===== config.mk =====
export PLATFORM = sky130hd
export DESIGN_NAME = tri_led_pwm
export DESIGN_NICKNAME = d
export VERILOG_FILES = /design/src/rtl/tri_led_pwm_pkg.sv /design/src/rtl/pwm_prescaler.sv /design/src/rtl/pwm_slot_counter.sv /design/src/rtl/pwm_channel.sv /design/src/rtl/tri_led_pwm.sv
export SDC_FILE = /design/constraint.sdc
export NUM_CORES = 1
export LEC_CHECK = 0
export BUFFER_PORTS_ARGS = -buffer_cell sky130_fd_sc_hd__buf_2
export CELL_PAD_IN_SITES_DETAIL_PLACEMENT = 0
export CELL_PAD_IN_SITES_GLOBAL_PLACEMENT = 1
export CORE_UTILIZATION = 49
export DETAILED_ROUTE_END_ITERATION = 8
export PLACE_DENSITY_LB_ADDON = 0.1
export SLEW_MARGIN = 20
export SYNTH_ARGS = -nofsm -noshare
export SYNTH_HDL_FRONTEND = slang
export SYNTH_SLANG_ARGS = --single-unit

===== constraint.sdc =====
create_clock -name clk -period 2.3 [get_ports clk]
set_input_delay 0.115 -clock clk [delete_from_list [all_inputs] [get_ports clk]]
set_output_delay 0.115 -clock clk [all_outputs]
set_load 0.005 [all_outputs]

===== src/rtl/tri_led_pwm_pkg.sv =====
package tri_led_pwm_pkg;
  // Defaults shared by every module of the block
  parameter int unsigned DUTY_W_DEF   = 5;
  parameter int unsigned NUM_CH_DEF   = 3;
  parameter int unsigned PRESCALE_DEF = 15;  // 1 MHz / (32 * 15) ~= 2.08 kHz

  // Number of slots in one period for a given duty width
  function automatic int unsigned slots_for(input int unsigned w);
    return 32'd1 << w;
  endfunction
endpackage


===== src/rtl/pwm_prescaler.sv =====
module pwm_prescaler
  import tri_led_pwm_pkg::*;
#(
  parameter int unsigned PRESCALE = PRESCALE_DEF
) (
  input  logic clk,
  input  logic rst_n,
  input  logic en,
  output logic tick,
  output logic phase0
);
  localparam int unsigned CNT_W = (PRESCALE > 2) ? $clog2(PRESCALE) : 1;
  localparam logic [CNT_W-1:0] LAST = CNT_W'(PRESCALE - 1);
  localparam logic [CNT_W-1:0] ONE  = CNT_W'(1);

  logic [CNT_W-1:0] cnt;

  initial begin
    if (PRESCALE < 2) $error("PRESCALE must be at least 2");
  end

  always_ff @(posedge clk) begin
    if (!rst_n || !en) begin
      cnt <= '0;
    end else if (cnt == LAST) begin
      cnt <= '0;
    end else begin
      cnt <= cnt + ONE;
    end
  end

  assign tick   = en && (cnt == LAST);
  assign phase0 = (cnt == '0);


  cnt_range_chk: assert property (@(posedge clk) disable iff (!rst_n)
    cnt <= LAST);


  cnt_hold_idle_chk: assert property (@(posedge clk) disable iff (!rst_n)
    !en |=> phase0);
endmodule


===== src/rtl/pwm_slot_counter.sv =====
module pwm_slot_counter
  import tri_led_pwm_pkg::*;
#(
  parameter int unsigned DUTY_W = DUTY_W_DEF
) (
  input  logic              clk,
  input  logic              rst_n,
  input  logic              en,
  input  logic              tick,
  output logic [DUTY_W-1:0] slot,
  output logic              wrap
);
  localparam logic [DUTY_W-1:0] ONE  = DUTY_W'(1);
  localparam logic [DUTY_W-1:0] LAST = '1;

  always_ff @(posedge clk) begin
    if (!rst_n || !en) begin
      slot <= '0;
    end else if (tick) begin
      slot <= slot + ONE;  // 2**DUTY_W slots, natural wrap
    end
  end

  assign wrap = en && tick && (slot == LAST);


  slot_hold_chk: assert property (@(posedge clk) disable iff (!rst_n)
    en && !tick |=> $stable(slot));


  slot_step_chk: assert property (@(posedge clk) disable iff (!rst_n)
    en && tick |=> slot == ($past(slot) + ONE));


  idle_clear_chk: assert property (@(posedge clk) disable iff (!rst_n)
    !en |=> slot == '0);
endmodule


===== src/rtl/pwm_channel.sv =====
module pwm_channel
  import tri_led_pwm_pkg::*;
#(
  parameter int unsigned DUTY_W = DUTY_W_DEF
) (
  input  logic              clk,
  input  logic              rst_n,
  input  logic              en,
  input  logic              we,
  input  logic [DUTY_W-1:0] wdata,
  input  logic              wrap,
  input  logic [DUTY_W-1:0] slot,
  output logic              pwm
);
  localparam logic [DUTY_W-1:0] FULL = '1;

  logic [DUTY_W-1:0] pending;
  logic [DUTY_W-1:0] active;
  logic [DUTY_W-1:0] pending_nxt;

  assign pending_nxt = we ? wdata : pending;

  always_ff @(posedge clk) begin
    if (!rst_n) begin
      pending <= '0;
    end else begin
      pending <= pending_nxt;
    end
  end

  // Active value follows the pending one while idle, else only at a boundary
  always_ff @(posedge clk) begin
    if (!rst_n) begin
      active <= '0;
    end else if (!en || wrap) begin
      active <= pending_nxt;
    end
  end

  assign pwm = en && ((active == FULL) || (slot < active));


  hold_between_frames_chk: assert property (@(posedge clk) disable iff (!rst_n)
    en && !wrap |=> $stable(active));


  dark_when_zero_chk: assert property (@(posedge clk) disable iff (!rst_n)
    en && !wrap && active == '0 |=> !pwm);
endmodule


===== src/rtl/tri_led_pwm.sv =====
module tri_led_pwm
  import tri_led_pwm_pkg::*;
#(
  parameter int unsigned NUM_CH   = NUM_CH_DEF,
  parameter int unsigned DUTY_W   = DUTY_W_DEF,
  parameter int unsigned PRESCALE = PRESCALE_DEF
) (
  input  logic              clk,
  input  logic              rst_n,
  input  logic              run_en,
  input  logic [NUM_CH-1:0] duty_we,
  input  logic [DUTY_W-1:0] duty_wdata,
  output logic [NUM_CH-1:0] led_pwm,
  output logic              period_start
);
  localparam int unsigned SLOTS = slots_for(DUTY_W);

  logic              tick;
  logic              phase0;
  logic              wrap;
  logic [DUTY_W-1:0] slot;

  pwm_prescaler #(.PRESCALE(PRESCALE)) u_pre (
    .clk    (clk),
    .rst_n  (rst_n),
    .en     (run_en),
    .tick   (tick),
    .phase0 (phase0)
  );

  pwm_slot_counter #(.DUTY_W(DUTY_W)) u_slot (
    .clk   (clk),
    .rst_n (rst_n),
    .en    (run_en),
    .tick  (tick),
    .slot  (slot),
    .wrap  (wrap)
  );

  for (genvar gi = 0; gi < NUM_CH; gi++) begin : g_ch
    pwm_channel #(.DUTY_W(DUTY_W)) u_ch (
      .clk   (clk),
      .rst_n (rst_n),
      .en    (run_en),
      .we    (duty_we[gi]),
      .wdata (duty_wdata),
      .wrap  (wrap),
      .slot  (slot),
      .pwm   (led_pwm[gi])
    );


    rise_at_frame_chk: assert property (@(posedge clk) disable iff (!rst_n)
      run_en && $past(run_en) && $rose(led_pwm[gi]) |-> period_start);
  end

  assign period_start = run_en && phase0 && (slot == '0);

  initial begin
    if (SLOTS != 32) $display("note: period has %0d slots", SLOTS);
  end


  shutdown_dark_chk: assert property (@(posedge clk) disable iff (!rst_n)
    !run_en |-> (led_pwm == '0) && !period_start);


  frame_follows_wrap_chk: assert property (@(posedge clk) disable iff (!rst_n)
    wrap && run_en |=> period_start || !run_en);
endmodule


==> run metrics, run 1 <==
vias in the first global route=1439; hold_buf cts=0; setup ws final=0.449 ns; clk slew on worst S/H paths=0.07 ns; final-report setup violation count=0; CP Max Fanout=30; first-pass GRT wire length=6390 µm; # IOs=15; HP Class=in -> reg; CP bufs+invs=0; sequential share of power=0.532; initial antenna violation count=0; clk root buf=clkbuf_8; Synth area leader=dfxtp_1; final WL=3540 µm; part of the cycle the worst path needs=0.805; Crit path top cell by count=ha_1; Total Neg Setup Slack=0 ns; Net Count, Synth=246; P&R area growth vs syn=7.09%; share of layout cells above drive strength 1=0.115; RSZ-0062 raised after global routing=no; maxcap violations=0; clock period minus worst slack=1.85 ns; Starting Density=0.524; Async SR Flop Fraction=0; flop2flop setup slack=0.45 ns; Worst Path Required=2.48 ns; routability congestion estimate=0.850; worst hold stages=3; Critical Path End Type=register; Psw=320 µW; synthesized area per cell=9.11 µm²; die area=4290 µm²; Ant. Diodes=0; worst-skew pair later-pin latency=0.29 ns; Filler cells=359; Pint=1040 µW; Worst Setup EP=g_ch[2].u_ch.active[4]; Comb power frac=0.097; Seq/Total Area, Yosys=0.395; Critical Path Slowest Stage Cell=a21boi_4; cells along the critical path=ha_1 > and3_1 > ha_1 > a21boi_4 > nand2b_1 > nand2_1; CTS tree=yes; Final Hold Vio Count=0; largest net degree at the start of global routing=31; Yosys top cell area share=0.395; R2R depth=6; Sw Ratio=0.236; drt first-iter violations=65; Peak VDD IR=0.490 mV; most frequent cells after synthesis=39 x dfxtp_1, 20 x inv_1, 18 x ha_1, 18 x nand2b_1, 17 x nand2_1; via count=1403; slew margin rel.=0.612; synth unique cells=25; top cells by area, synth=dfxtp_1 39%, ha_1 11%, mux2i_1 8.1%; setup bufs post-CTS=0; Post-synth EDFFs=0; Clock Power Share=0.371; Max stage delay on crit path=0.50 ns; CTS sink count=39; WL per Instance=12.9 µm; post-cts gate resize count=0; outcome=complete, no violations; router iterations before antenna repair=4; vias per cell=5.10; critical path data arrival time=2.04 ns; Post-Synthesis Cell Area=1980 µm²; Ys Warns=0; IO buf count=14; core area=3770 µm²; top_reg_cell synth=dfxtp_1; count of pins over their slew limit=0; Routed Antenna Nets=0; HPWL Detailed=2630 µm; RR Startpoint=u_slot.slot[0]; count leader, synth=dfxtp_1; PD cells=642 nW/µm²; Clock Tree Buf Depth=2; htree depth=2; leak pwr=0.000942 µW; crit-path leading delay family=compound AO/OA/AOI/OAI gates; Die Y=65.5 µm; dpl ws=0.447 ns; fmax=0.540 GHz; critical path launch point type=register; worst-margin pin slew=0.581 ns; Syn Inst Count=217; Crit Path Category=reg -> reg; total track usage=0.198; nets=255; DRC=0; worst setup path start=u_slot.slot[0]; CTS buffer count=5; setup skew after layout=0.00469 ns; gr ovfl total=0; die span in x=65.5 µm; worst r2r dst=g_ch[2].u_ch.active[4]; Site Rows=22; Critical Path Stages=6; Yosys reg bits=39
layer usage:
layer,track usage,wire length (µm)
met1,0.245,1760
met2,0.323,1630
met3,0.0625,103
met4,0.0652,52
met5,0,0
registers in the layout (all words and copies together), names as in the netlist:
register	cells
u_slot.slot	5
u_pre.cnt	4
g_ch.u_ch.active	15
g_ch.u_ch.pending	15
power groups by stage:
stage	Combinational, µW	Clock (µW)	Sequential, µW
final	132	504	723
after global routing	152	553	727
after CTS	134	522	723
after detailed placement	133	0	739
after global placement	129	0	738
after floorplan	110	0	733
cell families after synthesis:
group,share of synthesized area
buffers and inverters,0.0892
DFF,0.395
muxes,0.0810
and+or+nand+nor,0.237
adders and majority gates,0.114
AOI/OAI and AO/OA,0.0614
xor gates and xnor gates,0.0222
cell usage in the layout (no fill, tap or decap), types with 3 or more instances in the layout:
master    instances
nor2_1           14
o32a_1            3
nand2_1          17
dfxtp_1          39
inv_1            20
ha_1             18
nand2b_1         18
mux2i_1          16
buf_2            14
o31ai_1           3
nand4_1           4
o21ai_0           6
a21oi_1           4
nor2b_1          15
nand3_1          16
clkbuf_8          7
xor2_1            3
worst min-delay path by stage:
| stage | slack (ns) | start | endpoint |
|---|---|---|---|
| 3_5_place_dp | 0.45 | u_pre.cnt[0] | u_pre.cnt[0] |
| 3_3_place_gp | 0.45 | u_pre.cnt[0] | u_pre.cnt[0] |
| 2_1_floorplan | 0.29 | rst_n | g_ch[1].u_ch.pending[0] |
| 4_1_cts | 0.18 | duty_wdata[4] | g_ch[0].u_ch.pending[4] |
| 5_1_grt | 0.20 | duty_wdata[3] | g_ch[0].u_ch.pending[3] |
| 6_report | 0.19 | duty_wdata[4] | g_ch[0].u_ch.pending[4] |
per-stage QoR:
stage | hold slack (ns) | instance area, µm² | util | total power [µW] | cells
2_1_floorplan | 0.286 | 1980 | - | 843 | 217
3_3_place_gp | 0.449 | 2010 | 0.534 | 866 | 267
3_5_place_dp | 0.453 | 2010 | 0.534 | 872 | 267
4_1_cts | 0.178 | 2120 | 0.561 | 1380 | 275
5_1_grt | 0.196 | 2120 | 0.561 | 1430 | 275
6_report | 0.186 | 2120 | 0.561 | 1360 | 275
worst register-to-register path, cell delays in order, from the launching register on:
cell and delay [ns]:
dfxtp_1 0.38, ha_1 0.24, and3_1 0.18, ha_1 0.21
a21boi_4 0.50, nand2b_1 0.18, nand2_1 0.05
cell type report:
| type | instances | area (µm²) | share of cell area |
|---|---|---|---|
| tap | 48 | 60.1 | 0.0284 |
| clock buffer | 7 | 96.3 | 0.0455 |
| multi-input combinational | 145 | 1020 | 0.482 |
| inverter | 20 | 75.1 | 0.0355 |
| sequential | 39 | 781 | 0.369 |
| timing repair buffer | 15 | 77.6 | 0.0366 |
| clock inverter | 1 | 7.51 | 0.00355 |
Power figures use the tool's default switching activity.
==> run 2: changes to the inputs <==
--- a/config.mk
+++ b/config.mk
@@ -5,10 +5,11 @@
 export SDC_FILE = /design/constraint.sdc
 export NUM_CORES = 1
 export LEC_CHECK = 0
+export ABC_AREA = 1
 export BUFFER_PORTS_ARGS = -buffer_cell sky130_fd_sc_hd__buf_2
 export CELL_PAD_IN_SITES_DETAIL_PLACEMENT = 0
 export CELL_PAD_IN_SITES_GLOBAL_PLACEMENT = 1
-export CORE_UTILIZATION = 49
+export CORE_UTILIZATION = 43
 export DETAILED_ROUTE_END_ITERATION = 8
 export PLACE_DENSITY_LB_ADDON = 0.1
 export SLEW_MARGIN = 20
==> constraint.sdc (replaced) <==
create_clock -name clk -period 1.8 [get_ports clk]
set_input_delay 0.09 -clock clk [delete_from_list [all_inputs] [get_ports clk]]
set_output_delay 0.09 -clock clk [all_outputs]
set_load 0.005 [all_outputs]
==> run metrics, run 2 <==
outcome=complete, no violations; worst-skew pair later-pin latency=0.29 ns (about the same); Worst Path Required=1.71 ns (-0.77 ns); Clock Tree Buf Depth=2 (unchanged); Min Hold Slack=0.130 ns (-0.0556 ns); post-cts gate resize count=0 (unchanged); leak pwr=0.00111 µW (+18%); clk slew on worst S/H paths=0.08 ns (about the same); Site Rows=24 (+9.1%); fmax=0.605 GHz; post-route cell area=2280 µm² (+7.9%); setup skew after layout=0.00879 ns (+0.00410 ns); vias per cell=4.99 (-2.3%); Regs by FF count=g_ch.u_ch.active x15, g_ch.u_ch.pending x15, u_slot.slot x5; drt first-iter violations=65 (unchanged); router iterations before antenna repair=4 (unchanged); critical path data arrival time=1.56 ns (-0.48 ns); Syn Inst Count=292 (+35%); HPWL Detailed=3150 µm (+20%); Crit path top cell by count=nand2_1; CP bufs+invs=2 (+2); synthesized area per cell=7.14 µm² (-22%); Post-Synthesis Cell Area=2080 µm² (+5.4%); largest net degree at the start of global routing=31 (unchanged); final WL=4270 µm (+20%); Yosys top cell area share=0.375 (-0.0204); gr ovfl total=0 (unchanged); top_reg_cell synth=dfxtp_1; Critical Path End Type=output pin; Routed Antenna Nets=0 (unchanged); crit-path leading delay family=flip-flops; Ys Warns=0 (unchanged); share of layout cells above drive strength 1=0.109 (-0.00527); CTS buffer count=5 (unchanged); core area=4500 µm² (+19%); # IOs=15 (unchanged); vias in the first global route=1656 (+15%); total chip power=1900 µW (+40%); Net Count, Synth=321 (+30%); most frequent cells in the layout=55 x nand2_1, 47 x nor2_1, 38 x dfxtp_1, 35 x inv_1, 23 x nand3_1; final-report setup violation count=0 (unchanged); WL per Instance=12.1 µm (-6.5%); hold_buf cts=0 (unchanged); Max stage delay on crit path=0.32 ns (-0.18 ns); synth unique cells=22 (-12%); initial antenna violation count=0 (unchanged); HP Class=in -> reg; nets=330 (+29%); CTS sink count=39 (unchanged); Area after DPL=2150 µm² (+6.9%); critical path launch point type=register; worst-margin pin slew=0.470 ns (-0.111 ns); Post-synth EDFFs=0 (unchanged); largest family of logic cells by synthesized area=simple AND/OR/NAND/NOR gates; Crit Path Category=reg -> out; maxcap violations=0 (unchanged); htree depth=2 (unchanged); Critical Path Slowest Stage Cell=dfxtp_1; top cells by area, synth=dfxtp_1 37%, ha_1 11%, nand2_1 10%; count leader, synth=nand2_1; P&R area growth vs syn=9.54%; clock period minus worst slack=1.65 ns; Starting Density=0.463 (-0.0614); most common cell after layout, fill and taps aside=nand2_1; Final Hold Vio Count=0 (unchanged); routability congestion estimate=0.767 (-9.8%); Total Neg Setup Slack=0 ns (unchanged); Peak VDD IR=0.392 mV (-20%); post-synthesis compound-gate area fraction=0.138 (+0.0767); slew margin rel.=0.686 (+0.0743); Async SR Flop Fraction=0 (unchanged); die area=5130 µm² (+20%); total track usage=0.192 (-0.00644); adder-cell area share of the yosys netlist=0.108 (-0.00588); Post-Synth Simple-Gate Area=0.265 (+0.0280); Ant. Diodes=0 (unchanged); Seq/Total Area, Yosys=0.375 (-0.0204); count of pins over their slew limit=0 (unchanged); Synth area leader=dfxtp_1; mux share of post-synthesis cell area=0 (-0.0810); IO buf count=14 (unchanged); first-pass GRT wire length=7580 µm (+19%); clk root buf=clkbuf_8; part of the cycle the worst path needs=0.919; cells along the critical path=buf_4 > ha_1 > nand2_1 > nand2_1 > nand2_1 > nand3_1 > a21oi_2 > buf_2; via count=1765 (+26%); XOR/XNOR Fraction of Synth Area=0.00420 (-0.0180); CP Max Fanout=5 (-83%); DRC=0 (unchanged); setup bufs post-CTS=0 (unchanged); Yosys reg bits=39 (unchanged); most frequent cells after synthesis=57 x nand2_1, 47 x nor2_1, 39 x dfxtp_1; Die Y=71.6 µm (+9.3%); die span in x=71.6 µm (+9.3%); CTS tree=yes; PD cells=834 nW/µm² (+30%)
==> run 2: cell types whose count changed in the layout (fill, tap and decap cells not counted), moves of 13 or more <==
cell | before | now
inv_1 | 20 | 35
a21oi_1 | 4 | 17
nor2_1 | 14 | 47
mux2i_1 | 16 | 0
nand2_1 | 17 | 55
nand2b_1 | 18 | 0
nor2b_1 | 15 | 0
==> run 2: kinds of logic (layout without fill, tap and decap cells) <==
kind of cell | count (synthesis) | count (layout)
AO/OA/AOI/OAI | 49 | 49
AND/OR/NAND/NOR | 134 | 134
XOR/XNOR | 1 | 1
buffers and inverters | 51 | 61
flip-flops | 39 | 39
adder cells (fa/ha/maj) | 18 | 18
==> run 2: layer usage <==
metal  global-route usage  part of all wire  up-vias
met3               0.0422             0.025        9
met1                0.254              0.51      790
met4               0.0719             0.020        0
met2                0.306              0.45       18
li1                     -                 -      948
met5                    0                 0        -
==> run 2: where the power goes <==
group          internal (µW)  leakage (µW)  total [µW]  switching, µW
combinational           92.4      0.000728         235            143
clock                    413     0.0000581         738            325
sequential               912      0.000323         931           18.3
total                   1420       0.00111        1900            486
==> run 2: worst reg2reg max path, delay by kind of cell (launching register included) <==
kind | cells | cell delay (ns)
adders and majority gates | 2 | 0.38
and+or+nand+nor | 4 | 0.41
AOI/OAI and AO/OA | 1 | 0.27
DFF | 1 | 0.36
==> run 2: final cells by class <==
| class | count | area [µm²] |
|---|---|---|
| Sequential cell | 39 | 782 |
| Inverter | 35 | 131 |
| Fill cell | 492 | 2220 |
| Multi-Input combinational cell | 202 | 1090 |
| Timing Repair Buffer | 18 | 100 |
| Clock buffer | 5 | 68.8 |
| Tap cell | 52 | 65.1 |
| Clock inverter | 3 | 43.8 |
==> run 2: metrics by stage <==
stage                     utilization  setup WS [ns]  std cells
after floorplan                     -          0.411        292
after global placement          0.478          0.196        346
after detailed placement        0.478          0.136        346
after CTS                       0.503         0.0667        354
after global routing            0.507       -0.00830        354
final                           0.507          0.147        354
==> run 2: final timing paths <==
path	start	endpoint	slack, ns	cells past startpoint
worst max-delay path	u_slot.slot[2]	led_pwm[1]	0.15	8
worst min-delay path	duty_wdata[0]	g_ch[2].u_ch.pending[0]	0.13	3
worst max register to register	u_slot.slot[0]	g_ch[0].u_ch.active[1]	0.29	7
worst min register to register	u_pre.cnt[0]	u_pre.cnt[0]	0.47	1
==> run 3: changes to the inputs <==
--- a/config.mk
+++ b/config.mk
@@ -10,6 +10,7 @@
 export CELL_PAD_IN_SITES_DETAIL_PLACEMENT = 0
 export CELL_PAD_IN_SITES_GLOBAL_PLACEMENT = 1
 export CORE_UTILIZATION = 43
+export CTS_BUF_LIST = sky130_fd_sc_hd__clkbuf_16
 export DETAILED_ROUTE_END_ITERATION = 8
 export PLACE_DENSITY_LB_ADDON = 0.1
 export SLEW_MARGIN = 20
==> run metrics, run 3 (same netlist as run 2, synthesis figures left out) <==
Site Rows=24 (unchanged); first-pass GRT wire length=7510 µm (-0.91%); total chip power=2180 µW (+14%); worst-margin pin slew=0.468 ns (-0.00260 ns); hold_sp=duty_wdata[0]; gr ovfl total=0 (unchanged); RR Startpoint=u_slot.slot[0]; RSZ-0062 raised after global routing=no; cells along the critical path=buf_4 > ha_1 > nand2_1 > inv_1 > nand2_1 > nand3_1 > a21oi_1 > buf_2; Total Neg Setup Slack=0 ns (unchanged); CP bufs+invs=3 (+1); GRT busiest layer=met2; WL per Instance=11.9 µm (-0.89%); Comb power frac=0.106 (-0.017); CP Max Fanout=5 (unchanged); part of the cycle the worst path needs=0.903 (-0.0160); setup bufs post-CTS=0 (unchanged); Pint=1660 µW (+17%); PD cells=933 nW/µm² (+12%); nets=330 (unchanged); Clock Power Share=0.465 (+0.077); Routed Antenna Nets=0 (unchanged); Psw=518 µW (+6.6%); maxcap violations=0 (unchanged); crit-path leading delay family=buffers and inverters; vias per cell=4.99 (+0.11%); HPWL Detailed=3150 µm (unchanged); met3 Resource Use GR=0.0422 (unchanged); GR Util met1=0.255 (+0.000880); slew margin rel.=0.688 (+0.00173); final-report setup violation count=0 (unchanged); fin cells=354 (unchanged); Critical Path Slowest Stage Cell=dfxtp_1; sequential share of power=0.428 (-0.061); CTS sink count=39 (unchanged); Crit Path Category=reg -> out; Starting Density=0.463 (unchanged); htree depth=2 (unchanged); via count=1767 (+0.11%); leak pwr=0.00113 µW (+2.3%); placed insts=346 (unchanged); IO buf count=14 (unchanged); Clock Tree Buf Depth=2 (unchanged); post-route cell area=2330 µm² (+2.1%); clock period minus worst slack=1.62 ns (-0.0288 ns); clk root buf=clkbuf_16; DRC=0 (unchanged); setup skew after layout=0.00596 ns (-0.00283 ns); Peak VDD IR=0.425 mV (+8.2%); Final Hold Vio Count=0 (unchanged); flop2flop setup slack=0.29 ns (about the same); drt first-iter violations=67 (+3.1%); most frequent cells in the layout=57 x nand2_1, 47 x nor2_1, 38 x dfxtp_1, 35 x inv_1, 23 x nand3_1; Sw Ratio=0.238 (-0.0172); worst-skew pair later-pin latency=0.28 ns (about the same); fmax=0.616 GHz (+1.8%); routability congestion estimate=0.767 (unchanged); Ant. Diodes=0 (unchanged); total track usage=0.190 (-0.00208); critical path data arrival time=1.53 ns (-0.03 ns); CTS buffer count=5 (unchanged); most common cell after layout, fill and taps aside=nand2_1; vias in the first global route=1630 (-1.6%); grt met2 use=0.301 (-0.00524); worst setup path start=u_slot.slot[3]; router iterations before antenna repair=4 (unchanged); core area=4500 µm² (unchanged); die area=5130 µm² (unchanged); CTS tree=yes; Max stage delay on crit path=0.30 ns (-0.02 ns); # IOs=15 (unchanged); Area after DPL=2150 µm² (unchanged); P&R area growth vs syn=11.8%; Regs by FF count=g_ch.u_ch.active x15, g_ch.u_ch.pending x15, u_slot.slot x5; die span in x=71.6 µm (unchanged); critical path launch point type=register; HP Class=in -> reg; Crit path top cell by count=nand2_1; clk slew on worst S/H paths=0.06 ns (-0.02 ns); count of pins over their slew limit=0 (unchanged); share of layout cells above drive strength 1=0.0993 (-0.00993); largest net degree at the start of global routing=31 (unchanged); Critical Path End Type=output pin; Die Y=71.6 µm (unchanged); Worst Path Required=1.71 ns (about the same); outcome=complete, no violations; initial antenna violation count=0 (unchanged); final WL=4230 µm (-0.89%)
==> run 3: cell count changes in the layout (fill, tap and decap cells not counted) <==
| cell | delta |
|---|---|
| clkbuf_16 | +5 |
| clkbuf_8 | -5 |
| nand2_1 | +2 |
| nand2_2 | -2 |
| a21oi_1 | +1 |
| a21oi_2 | -1 |
==> run 3: power by group through the flow <==
stage	Sequential (µW)	Clock, µW	Combinational, µW
finish	932	1010	231
global route	938	1060	275
floorplan	947	0	184
detailed placement	952	0	233
CTS	933	1030	234
global placement	951	0	231
==> run 3: final timing paths <==
kind	end	cells past startpoint
setup / recovery	led_pwm[1]	8
hold / removal	g_ch[2].u_ch.pending[0]	3
setup reg to reg	g_ch[0].u_ch.active[1]	7
hold reg to reg	u_pre.cnt[0]	1
==> run 3: timing repair <==
| item | 4_1_cts | 5_1_grt |
|---|---|---|
| setup endpoints to repair | 0 | 3 |
| gates resized for setup | 0 | 3 |
| hold buffers | 0 | 0 |
==> run 3: tightest hold or removal path: stages <==
cell and delay, ns:
buf_2 0.09, inv_1 0.11, a211oi_1 0.08
==> run 3: layout make-up <==
| cell class | count | area (µm²) |
|---|---|---|
| well taps | 52 | 65.1 |
| multi-input cells | 202 | 1080 |
| clock inverters | 3 | 43.8 |
| flip-flops and latches | 39 | 782 |
| inverters | 35 | 131 |
| fillers | 483 | 2170 |
| clock buffers | 5 | 125 |
| repair buffers | 18 | 100 |
==> run 3: per-layer routing <==
layer  part of all wire  routed length (µm)
met1               0.52                2190
met4              0.014                  59
met3              0.026                 111
met2               0.44                1870
met5                  0                   0
==> run 3: through the flow <==
step	hold WS, ns	setup WS (ns)	utilization
finish	0.147	0.175	0.518
global route	0.172	0.00192	0.518
CTS	0.151	0.0925	0.515
detailed placement	0.446	0.136	0.478
global placement	0.444	0.196	0.478
floorplan	0.288	0.411	-
